===== config.mk =====
export PLATFORM = sky130hd
export DESIGN_NAME = irq_target_regs
export DESIGN_NICKNAME = d
export VERILOG_FILES = /design/src/rtl/irqt_pkg.sv /design/src/rtl/irqt_lane_pick.sv /design/src/rtl/irqt_target_store.sv /design/src/rtl/irqt_route_decode.sv /design/src/rtl/irq_target_regs.sv
export SDC_FILE = /design/constraint.sdc
export NUM_CORES = 1
export LEC_CHECK = 0
export BUFFER_PORTS_ARGS = -buffer_cell sky130_fd_sc_hd__clkbuf_2
export CAP_MARGIN = 5
export CELL_PAD_IN_SITES_DETAIL_PLACEMENT = 0
export CELL_PAD_IN_SITES_GLOBAL_PLACEMENT = 1
export CORE_UTILIZATION = 34
export CTS_BUF_LIST = sky130_fd_sc_hd__clkbuf_8 sky130_fd_sc_hd__clkbuf_16
export DETAILED_ROUTE_END_ITERATION = 16
export PLACE_DENSITY_LB_ADDON = 0.3
export SLEW_MARGIN = 0
export SYNTH_ARGS = -nofsm -noshare
export SYNTH_HDL_FRONTEND = slang
export SYNTH_HIERARCHICAL = 1
export SYNTH_SLANG_ARGS = --single-unit

===== constraint.sdc =====
create_clock -name clk_i -period 5.45 [get_ports clk_i]
set_clock_uncertainty 0.1 [all_clocks]
set_input_delay 0.2725 -clock clk_i [delete_from_list [all_inputs] [get_ports clk_i]]
set_output_delay 0.2725 -clock clk_i [all_outputs]
set_load 0.05 [all_outputs]

===== src/rtl/irqt_pkg.sv =====
package irqt_pkg;
  localparam int PRIV_WORDS = 8;  // 32 private interrupts, 4 per word
  localparam int LANES      = 4;
  localparam int LANE_W     = 8;
  localparam int MAX_CPUS   = 8;

  function automatic logic [LANE_W-1:0] cpu_mask(input int ncpu);
    logic [LANE_W-1:0] m;
    for (int i = 0; i < LANE_W; i++) m[i] = (i < ncpu);
    return m;
  endfunction
endpackage


===== src/rtl/irqt_lane_pick.sv =====
module irqt_lane_pick
  import irqt_pkg::*;
#(
  parameter int NUM_CPUS = 8,
  parameter int CPU_W    = 3
) (
  input  logic [LANE_W-1:0] byte_i,
  output logic [CPU_W-1:0]  idx_o
);
  localparam logic [LANE_W-1:0] IMPL = cpu_mask(NUM_CPUS);

  logic [LANE_W-1:0] masked;
  assign masked = byte_i & IMPL;

  // lowest implemented set bit wins, empty -> CPU0
  always_comb begin
    idx_o = '0;
    for (int i = LANE_W - 1; i >= 0; i--)
      if (masked[i]) idx_o = CPU_W'(i);
  end

  // chosen bit is set and nothing below it is
  always_comb begin
    if (masked != '0) begin
      a_r2_lowest_bit: assert (masked[idx_o] && ((masked & ((LANE_W'(1) << idx_o) - LANE_W'(1))) == '0));
    end else begin
      a_r3_empty_cpu0: assert (idx_o == '0);
    end
  end
endmodule


===== src/rtl/irqt_target_store.sv =====
module irqt_target_store
  import irqt_pkg::*;
#(
  parameter int NUM_SPI = 32,
  parameter int CPU_W   = 3,
  parameter int WA_W    = 8
) (
  input  logic                              clk_i,
  input  logic                              rst_ni,
  input  logic                              wr_i,
  input  logic [WA_W-1:0]                   word_i,
  input  logic [LANES-1:0][CPU_W-1:0]       idx_i,
  output logic [NUM_SPI-1:0][CPU_W-1:0]     tgt_o
);
  for (genvar s = 0; s < NUM_SPI; s++) begin : g_spi
    localparam logic [WA_W-1:0] MY_WORD = WA_W'(PRIV_WORDS + s / LANES);
    localparam int MY_LANE = s % LANES;

    always_ff @(posedge clk_i or negedge rst_ni) begin
      if (!rst_ni)                          tgt_o[s] <= '0;
      else if (wr_i && word_i == MY_WORD)   tgt_o[s] <= idx_i[MY_LANE];
    end
  end
endmodule


===== src/rtl/irqt_route_decode.sv =====
module irqt_route_decode #(
  parameter int NUM_CPUS = 8,
  parameter int NUM_SPI  = 32,
  parameter int CPU_W    = 3
) (
  input  logic                          clk_i,
  input  logic                          rst_ni,
  input  logic [NUM_SPI-1:0][CPU_W-1:0] tgt_i,
  output logic [NUM_CPUS*NUM_SPI-1:0]   route_o
);
  for (genvar c = 0; c < NUM_CPUS; c++) begin : g_cpu
    for (genvar s = 0; s < NUM_SPI; s++) begin : g_spi
      assign route_o[c*NUM_SPI + s] = (tgt_i[s] == CPU_W'(c));
    end
  end

  for (genvar s = 0; s < NUM_SPI; s++) begin : g_chk
    logic [NUM_CPUS-1:0] col;
    for (genvar c = 0; c < NUM_CPUS; c++) begin : g_col
      assign col[c] = route_o[c*NUM_SPI + s];
    end
    // exactly one CPU owns each shared interrupt
    a_r6_one_owner: assert property (@(posedge clk_i) disable iff (!rst_ni)
      $countones(col) == 1);
  end
endmodule


===== src/rtl/irq_target_regs.sv =====
module irq_target_regs
  import irqt_pkg::*;
#(
  parameter int NUM_CPUS = 8,
  parameter int NUM_IRQS = 64,
  parameter int WA_W     = 8,
  localparam int CPU_W   = (NUM_CPUS > 1) ? $clog2(NUM_CPUS) : 1,
  localparam int NUM_SPI = NUM_IRQS - 32
) (
  input  logic                        clk_i,
  input  logic                        rst_ni,
  input  logic                        req_i,
  input  logic                        we_i,
  input  logic [CPU_W-1:0]            cpu_id_i,
  input  logic [WA_W-1:0]             word_addr_i,
  input  logic [31:0]                 wdata_i,
  output logic [31:0]                 rdata_o,
  output logic                        rvalid_o,
  output logic                        update_o,
  output logic [NUM_CPUS*NUM_SPI-1:0] route_o
);
  localparam int NUM_WORDS = NUM_SPI / LANES;
  localparam logic [WA_W-1:0] SHR_LO = WA_W'(PRIV_WORDS);
  localparam logic [WA_W-1:0] SHR_HI = WA_W'(PRIV_WORDS + NUM_WORDS);

  logic priv_hit, shr_hit, shr_wr;
  assign priv_hit = word_addr_i < SHR_LO;
  assign shr_hit  = (word_addr_i >= SHR_LO) && (word_addr_i < SHR_HI);
  assign shr_wr   = req_i && we_i && shr_hit;

  logic [LANES-1:0][CPU_W-1:0] lane_idx;
  for (genvar k = 0; k < LANES; k++) begin : g_lane
    irqt_lane_pick #(.NUM_CPUS(NUM_CPUS), .CPU_W(CPU_W)) i_pick (
      .byte_i (wdata_i[k*LANE_W +: LANE_W]),
      .idx_o  (lane_idx[k])
    );
  end

  logic [NUM_SPI-1:0][CPU_W-1:0] tgt;
  irqt_target_store #(.NUM_SPI(NUM_SPI), .CPU_W(CPU_W), .WA_W(WA_W)) i_store (
    .clk_i  (clk_i),
    .rst_ni (rst_ni),
    .wr_i   (shr_wr),
    .word_i (word_addr_i),
    .idx_i  (lane_idx),
    .tgt_o  (tgt)
  );

  irqt_route_decode #(.NUM_CPUS(NUM_CPUS), .NUM_SPI(NUM_SPI), .CPU_W(CPU_W)) i_route (
    .clk_i   (clk_i),
    .rst_ni  (rst_ni),
    .tgt_i   (tgt),
    .route_o (route_o)
  );

  logic [31:0] rd_word;
  always_comb begin
    rd_word = '0;
    if (priv_hit) begin
      rd_word = {LANES{LANE_W'(1) << cpu_id_i}};
    end else begin
      for (int w = 0; w < NUM_WORDS; w++)
        if (word_addr_i == WA_W'(PRIV_WORDS + w))
          for (int k = 0; k < LANES; k++)
            rd_word[k*LANE_W +: LANE_W] = LANE_W'(1) << tgt[w*LANES + k];
    end
  end

  always_ff @(posedge clk_i or negedge rst_ni) begin
    if (!rst_ni) begin
      rdata_o  <= '0;
      rvalid_o <= 1'b0;
      update_o <= 1'b0;
    end else begin
      rvalid_o <= req_i && !we_i;
      update_o <= shr_wr;
      if (req_i && !we_i) rdata_o <= rd_word;
    end
  end

  // read answered on the next edge
  a_r9_read_valid: assert property (@(posedge clk_i) disable iff (!rst_ni)
    (req_i && !we_i) |=> rvalid_o);
  // data holds between reads
  a_r9_rdata_hold: assert property (@(posedge clk_i) disable iff (!rst_ni)
    !(req_i && !we_i) |=> $stable(rdata_o));
  // no update without a write on the previous edge
  a_r7_update_cause: assert property (@(posedge clk_i) disable iff (!rst_ni)
    !(req_i && we_i) |=> !update_o);
  // writes outside the shared range leave routing unchanged
  a_r5_r8_no_route_change: assert property (@(posedge clk_i) disable iff (!rst_ni)
    (req_i && we_i && !shr_hit) |=> $stable(route_o));
  // no update for a write outside the shared range
  a_r7_update_range: assert property (@(posedge clk_i) disable iff (!rst_ni)
    (req_i && we_i && !shr_hit) |=> !update_o);
endmodule


# After elaboration in Yosys (flattened, before gate mapping)
# Cells that the tools add are included.
classes:
  mux: 41
  magnitude_cmp: 3
  n_eq_ne: 232
  n_reduce_logical: 45
  shift: 33
ops:
  columns: ["op", "count"]
  rows:
  - ["equality test 3 bit (second input constant)", 128]
  - ["2-to-1 mux 32 bit", 9]
  - ["left shift 1 x 3 -> 8 bit (first input constant)", 33]
  - ["equality test 3 x 2 -> 1 bit (second input constant)", 64]
  - ["equality test 3 x 1 -> 1 bit (second input constant)", 32]
  - ["zero test 3 bit", 32]
  - ["2-to-1 mux 3 bit", 32]
  - ["equality test 8 x 4 -> 1 bit (second input constant)", 8]
  - ["logical AND 1 bit", 12]
  - [">= comparator 8 x 4 -> 1 bit (second input constant)", 1]
  - ["< comparator 8 x 4 -> 1 bit (second input constant)", 1]
  - ["< comparator 8 x 5 -> 1 bit (second input constant)", 1]
  - ["zero test 1 bit", 1]
totals:
  elab_cells: 389
  in_bits: 47
  regBits: 130
  output_inout_bits: 290

# Logic depth before layout (Yosys ltp)
# Gate-level depths: netlist (run 1).
logic_depth:
  depth_word: 10
  mapped_depth: 8
  depth_no_buf: 5

# Modules after synthesis
# Netlist (run 1), hierarchy kept.
modules_own_cells:
  columns: ["mod", "n_inst", "seq_area_each_um2", "cells_each", "area_each_um2"]
  rows:
  - ["irq_target_regs", 1, 850.8, 560, 4295.4]
  - ["irqt_target_store", 1, 2402.3, 217, 3688.5]
  - ["irqt_route_decode", 1, 0.0, 256, 2082.0]
  - ["irqt_lane_pick", 4, 0.0, 12, 83.8]

# Least setup slack after synthesis (run 1)
# No wires, ideal clock.
synth_timing:
  kind: "in2reg"
  startpoint: "input port word_addr_i[7]"
  endpoint: "register i_store/tgt_o[12] in the netlist's numbering"
  t_required_ps: 5225
  slack_ps: 3157
  setup_time_ps: 125
  arrival_ps: 2068
  cell_stages: 7
  path_buffers: 2
  path_cell_list: "buf_2 -> nor2_1 -> nor4b_1 -> nand3b_1 -> nor3b_4 -> buf_4 -> mux2_2"
synth_between:
  elab_chain_cells: 4
  elab_cells_between_ends: 6
  classes_between: "order compare (2); eq/ne (1); reduce/logical (3)"
synth_rtl:
  columns: ["item", "line", "rtl"]
  rows:
  - ["start: declaration", "irq_target_regs.sv:15", "input logic [WA_W-1:0] word_addr_i,"]
  - [">= comparator 8 x 4 -> 1 bit or < comparator 8 x 5 -> 1 bit (tied branches)", "irq_target_regs.sv:28", "assign shr_hit = (word_addr_i >= SHR_LO) && (word_addr_i < SHR_HI);"]
  - ["logical AND 1 bit (*)", "irq_target_regs.sv:28", null]
  - ["logical AND 1 bit (*)", "irq_target_regs.sv:29", "assign shr_wr = req_i && we_i && shr_hit;"]
  - ["net shr_wr", "irq_target_regs.sv:26", "logic priv_hit, shr_hit, shr_wr;"]
  - ["logical AND 1 bit (*)", "irqt_target_store.sv:21", "else if (wr_i && word_i == MY_WORD) tgt_o[s] <= idx_i[MY_LANE];"]
  - ["end signal: indexed assignment", "irqt_target_store.sv:21", null]
  - ["end: declaration", "irqt_target_store.sv:13", "output logic [NUM_SPI-1:0][CPU_W-1:0] tgt_o"]
# The timed path passes the listed nets; every way through them passes the cells marked *.
# A chain may end at the register's enable or synchronous reset.

# Final worst setup path (run 1)
layout_timing:
  startpoint: "input port word_addr_i[7]"
  endpoint: "register i_store/tgt_o[79] in the netlist's numbering"
# The elaborated chain is that of the path after synthesis.

==> out/metrics.cfg, run 1 <==
[floorplanning]
core-area_sq_um=29870
num_io_pins=337
dieHeight_microns=176.9
die_area_sq_um=31300
initial_utilization_pct=34.82
fp.dieW_microns=176.9
rows=63

[global_route]
grt_start_max_net_pins=57
grt_pass1_wl_microns=60130
antenna_found_initial=0
first_global_vias=9671
grt_use_total_pct=25.15
gr-total-overflow=0

[synthesis]
syn_avg_cell_area_sq_um=9.622
ys_ff_latch=130
ys_seq_area_share_pct=31.28
synthTopCellsByArea=dfrtp_1 31%, mux2_2 10%, and3b_2 9.2%
yosysUniqueCellTypes=73
synth_edf_count=0
synthFlopType=dfrtp_1
synthArstFlopShare_pct=100.0
syn-instance-count=1081
synth_warnings=6
synth_fp_nets=1128
synth_top_area_cell=dfrtp_1
synth_top_area_share_pct=31.28
synth_area_sq_um=10400

[setup_path]
required_ns=5.66
path_delay_family=simple AND/OR/NAND/NOR gates
critPathSlowestCell=nand4_1
crit_path_start_kind=primary input
r2r-end=rdata_o[2]
end_kind=flip-flop
cp_data_arrival_time_ns=2.93
crit_fanout=12
r2r_slack_ns=3.47
timing.rr.start=i_store/tgt_o[37]
critical_path_class=primary input to flip-flop
path_buf_inv=1
max_stage_delay_ns=0.78
crit_path_cell_trace=clkbuf_2, nor2_1, nor4b_1, and2_1, nand4_1, mux2_2
reg2reg_depth=4

[sta]
setup_ws_ns=2.730
hold_viol=0
clock.fmax_mhz=367.6
worstMarginPinSlew_ns=1.100
maxSlewHeadroom_pct=25.89
final_max_slew_viol_count=0
timing.final.crit_period_ns=2.720
min_period_over_period_pct=49.91
fin_setup_tns_ns=0
setup_viol=0
grt_setup_unrepaired=false

[cts]
root_buffer=clkbuf_16
cts_sinks=130
tritoncts=yes
cts.repair.resized=0
cts-buffers-inserted=17
postCtsSetupBuffers=0
cts_max_path_buffers=2
htree_levels=4
worstSkewPairLatency_ns=0.43
clk_pin_slew_ns=0.06

[min_path]
hold_end=update_o
hold_depth=3
hp-start=we_i
hp-class=primary input to flip-flop

[placement]
gp_congestion=0.8303
place.port_buffers=336
dp_hpwl_microns=27450
placedCellCount=1769
place_ws_ns=2.367

[final_layout]
final_nets=1446
drive_above_1_share_pct=45.47
layout_common_cells=335 x clkbuf_2, 130 x dfrtp_1, 103 x nor3b_1, 96 x and3b_2, 96 x mux2_2
antenna_cells=0
final_cells=1802
syn_to_final_growth_pct=25.51
layout_commonest_cell=clkbuf_2

[route]
wl_microns=40240
avgRoutedWirePerCell_microns=22.33
drt_iter0_markers=1039
vias_per_cell=6.036
drcViolationCount=0
route.vias.total=10877
drt_first_pass_iters=6
antenna_left=0

[power_and_ir_drop]
peakVddDrop_uv=199.2
finalPower_mw=2.596
p_leak_nw=6.045
power_density_nw_per_um2=198.9

[run]
drv_cap=0

[run_status]
status=complete, no violations

## flip-flops by register name, summed over array words and instances (netlist names)
signal,cells
i_store/tgt_o,96
rdata_o,32
rvalid_o,1
update_o,1
## worst max-delay path by stage
| stage | depth (start not counted) | from | slack, ns | endpoint |
|---|---|---|---|---|
| final | 6 | word_addr_i[7] | 2.73 | i_store/tgt_o[79] |
| after global routing | 6 | word_addr_i[7] | 2.60 | i_store/tgt_o[63] |
| after CTS | 6 | word_addr_i[7] | 2.81 | i_store/tgt_o[62] |
| after detailed placement | 6 | word_addr_i[7] | 2.37 | i_store/tgt_o[70] |
| after global placement | 6 | word_addr_i[7] | 2.44 | i_store/tgt_o[63] |
| after floorplan | 7 | word_addr_i[7] | 3.16 | i_store/tgt_o[12] |
## layer usage
metal	part of all wire, %	global-route usage, %
met5	0	0
met4	2.2	7.471
met3	7.5	4.983
met2	48	41.63
met1	43	32.94
## synth_stat cells, types with 5 or more instances
| master | n |
|---|---|
| nand4_1 | 38 |
| a41oi_1 | 7 |
| nor3b_1 | 103 |
| o31ai_1 | 5 |
| nand4b_1 | 29 |
| o32a_1 | 11 |
| buf_1 | 5 |
| o41ai_2 | 5 |
| buf_2 | 19 |
| and2_1 | 9 |
| nor3_1 | 48 |
| o22ai_1 | 8 |
| and4b_1 | 7 |
| nor2_1 | 60 |
| and3_2 | 32 |
| clkbuf_1 | 16 |
| nand2b_1 | 5 |
| dfrtp_1 | 130 |
| a21oi_1 | 18 |
| inv_1 | 23 |
| nor4_1 | 53 |
| nand3_1 | 34 |
| nor4b_1 | 43 |
| nor2b_1 | 9 |
| o41ai_1 | 5 |
| a31oi_1 | 22 |
| buf_4 | 5 |
| mux2_2 | 96 |
| and3b_2 | 96 |
| nand2_2 | 5 |
| nand2_1 | 33 |
| o21ai_0 | 9 |
| nand3b_1 | 11 |
## cell type report
class                           count  area (sq um)
Clock buffer                       20         466.7
Clock inverter                     12         176.4
Fill cell                        2996         16820
Inverter                           23         86.33
Multi-Input combinational cell    878          6800
Sequential cell                   130          3253
Tap cell                          390         488.0
Timing Repair Buffer              349          1784
## worst reg2reg max path, delay by kind of cell, from the launching register on
family          cells  cell delay, ns
flops               1            0.54
simple gates        2            0.44
compound gates      2            0.75
## logic make-up after synthesis
| group | synth area share [%] |
|---|---|
| AO/OA/AOI/OAI | 10.02 |
| buffers and inverters | 3.344 |
| flip-flops | 31.28 |
| multiplexers | 10.39 |
| AND/OR/NAND/NOR | 44.97 |
## where the power goes
part / switching [mW] / leakage [nW] / internal, mW / total [mW]
registers: 0.0211 / 1.75 / 0.994 / 1.02
clock network: 0.460 / 0.313 / 0.803 / 1.26
logic: 0.237 / 3.98 / 0.0813 / 0.318
total: 0.718 / 6.04 / 1.88 / 2.60
## per-stage QoR
stage / hold slack, ns / cell area [sq um] / utilization [%]
6_report: 0.06189 / 13060 / 43.70
5_1_grt: 0.05728 / 13060 / 43.70
4_1_cts: 0.04922 / 13060 / 43.70
3_5_place_dp: 0.2286 / 12400 / 41.51
3_3_place_gp: 0.2182 / 12400 / 41.51
2_1_floorplan: -0.1231 / 10400 / -
## timing repair
item / 4_1_cts / 5_1_grt
hold buffers: 1 / 0
endpoints found under the hold margin: 45 / 0
endpoints found under the setup margin: 0 / 0
No activity file was read; power rests on OpenSTA's default activity.
==> run 2, diff against run 1 <==
Clock period 5.45 ns to 2.6 ns, I/O delays scaled along.
==> run 2 against run 1 <==
- worst setup slack worse by 2.6 ns
- wire length about the same
- utilization increased by 1.1 points
- combinational power increased by 110%
- first-iteration DRC count fell by 2.8%
- critical endpoint is now rdata_o[6]
- critical path depth rose by 1
==> out/metrics.cfg, run 2 (synthesized netlist as in run 1, its figures left out) <==
[final_layout]
seqCellArea_sq_um=3253
final_nets=1492
layout_common_cells=335 x clkbuf_2, 130 x dfrtp_1, 103 x nor3b_1, 96 x and3b_2, 96 x mux2_2
drive_above_1_share_pct=46.77
layout_commonest_cell=clkbuf_2
reg_top3=i_store/tgt_o (96), rdata_o (32)
top_register=i_store/tgt_o
largest_register_ffs=96
final_cells=1847
syn_to_final_growth_pct=28.55
multi_input_area_sq_um=6800
nFillCells=2936

[global_route]
grt_start_max_net_pins=68
busiest_layer=met2
grt_use_total_pct=25.00
gr-total-overflow=0
use_met1_pct=32.36
met2_usage_pct=40.47
grt.met3_usage_pct=5.219
first_global_vias=9670
antenna_found_initial=1
grt_pass1_wl_microns=59690

[setup_path]
crit_path_start_kind=primary input
cp_data_arrival_time_ns=2.63
max_stage_delay_ns=0.79
end_kind=flip-flop
required_ns=2.77
crit_path_cell_trace=dlygate4sd3_1, clkbuf_2, nand2b_1, a31oi_1, o221ai_1, nor4_1, a41oi_1
critical_path_class=primary input to flip-flop
critPathSlowestCell=a31oi_1
timing.rr.start=i_store/tgt_o[5]
reg2reg_depth=3
r2r-end=rdata_o[10]
r2r_slack_ns=0.65
crit_fanout=10

[floorplanning]
core-area_sq_um=29870
dieHeight_microns=176.9
fp.dieW_microns=176.9
initial_utilization_pct=34.82
rows=63
num_io_pins=337
die_area_sq_um=31300

[route]
antenna_left=0
route.vias.total=10892
drcViolationCount=0
drt_first_pass_iters=8
vias_per_cell=5.897
wl_microns=40240
avgRoutedWirePerCell_microns=21.79
drt_iter0_markers=1010

[cts]
clk_pin_slew_ns=0.06
worstSkewPairLatency_ns=0.42
cts_max_path_buffers=2
cts-buffers-inserted=17
root_buffer=clkbuf_16
cts.repair.resized=0
htree_levels=4
tritoncts=yes
cts_sinks=130

[sta]
clock.fmax_mhz=407.3
grt_setup_unrepaired=false
fin_setup_tns_ns=0
hold_viol=0
worstMarginPinSlew_ns=0.9533
min_period_over_period_pct=94.42
setup_viol=0
final_max_slew_viol_count=0
maxSlewHeadroom_pct=36.15
timing.final.crit_period_ns=2.455

[placement]
dp_hpwl_microns=28090
placedCellCount=1813
gp_congestion=0.9082
place.port_buffers=336

[power_and_ir_drop]
p_leak_nw=6.271
power_density_nw_per_um2=390.0
finalPower_mw=5.215
peakVddDrop_uv=412.6

[run]
drv_cap=0

[run_status]
status=complete, no violations

[min_path]
hp-class=primary input to async pin

[run 2: cell count changes in the layout (fill, tap and decap cells not counted)]
| cell | before | now |
|---|---|---|
| buf_12 | 0 | 2 |
| inv_1 | 23 | 26 |
| dlygate4sd3_1 | 1 | 3 |
| inv_6 | 2 | 0 |
| clkbuf_8 | 3 | 5 |
| diode_2 | 0 | 1 |
| bufinv_16 | 4 | 2 |
| clkinv_4 | 1 | 0 |
| clkinvlp_4 | 2 | 0 |
| buf_4 | 13 | 55 |
[run 2: layout make-up]
type | count | share of cell area, %
multi-input cells | 878 | 50.86
flip-flops and latches | 130 | 24.33
repair buffers | 395 | 16.15
clock buffers | 22 | 3.696
well taps | 390 | 3.650
clock inverters | 8 | 0.6457
inverters | 23 | 0.6457
diodes | 1 | 0.01872
[run 2: how the worst max path moves through the flow]
stage                        start           endpoint  slack, ns
global placement    word_addr_i[5]        rdata_o[29]       0.18
CTS                           we_i         rdata_o[6]       0.19
global route                  we_i         rdata_o[6]       0.06
finish                        we_i         rdata_o[6]       0.15
floorplan           word_addr_i[7]  i_store/tgt_o[12]       0.45
detailed placement  word_addr_i[5]        rdata_o[29]       0.24
[run 2: critical path: cells and delay by family]
kind / cells / cell delay, ns
AO/OA/AOI/OAI: 3 / 1.22
buffers and inverters: 2 / 0.65
AND/OR/NAND/NOR: 2 / 0.64
[run 2: per-stage QoR]
stage                     instance area [sq um]  setup WS, ns  util (%)  hold slack (ns)
after detailed placement                  12760        0.2387     42.70         -0.07802
final                                     13370        0.1451     44.75          0.02628
after floorplan                           10400        0.4496         -          -0.2656
after CTS                                 13370        0.1862     44.75          0.02087
after global routing                      13370       0.05977     44.75          0.02296
after global placement                    12760        0.1831     42.70         -0.08482
[run 2: report_power, final]
group          switching (mW)  internal (mW)
Clock                   0.889           1.51
Combinational           0.498          0.185
Sequential             0.0461           2.08
[run 2: routing by layer]
metal	part of all wire (%)	vias up
met5	0	-
met4	3.3	0
met3	8.0	90
met2	47	552
met1	42	5185
li1	-	5065
[run 2: repair_timing]
item | 4_1_cts | 5_1_grt
setup buffers | 0 | 0
hold endpoints to repair | 131 | 0
hold buffers | 3 | 0
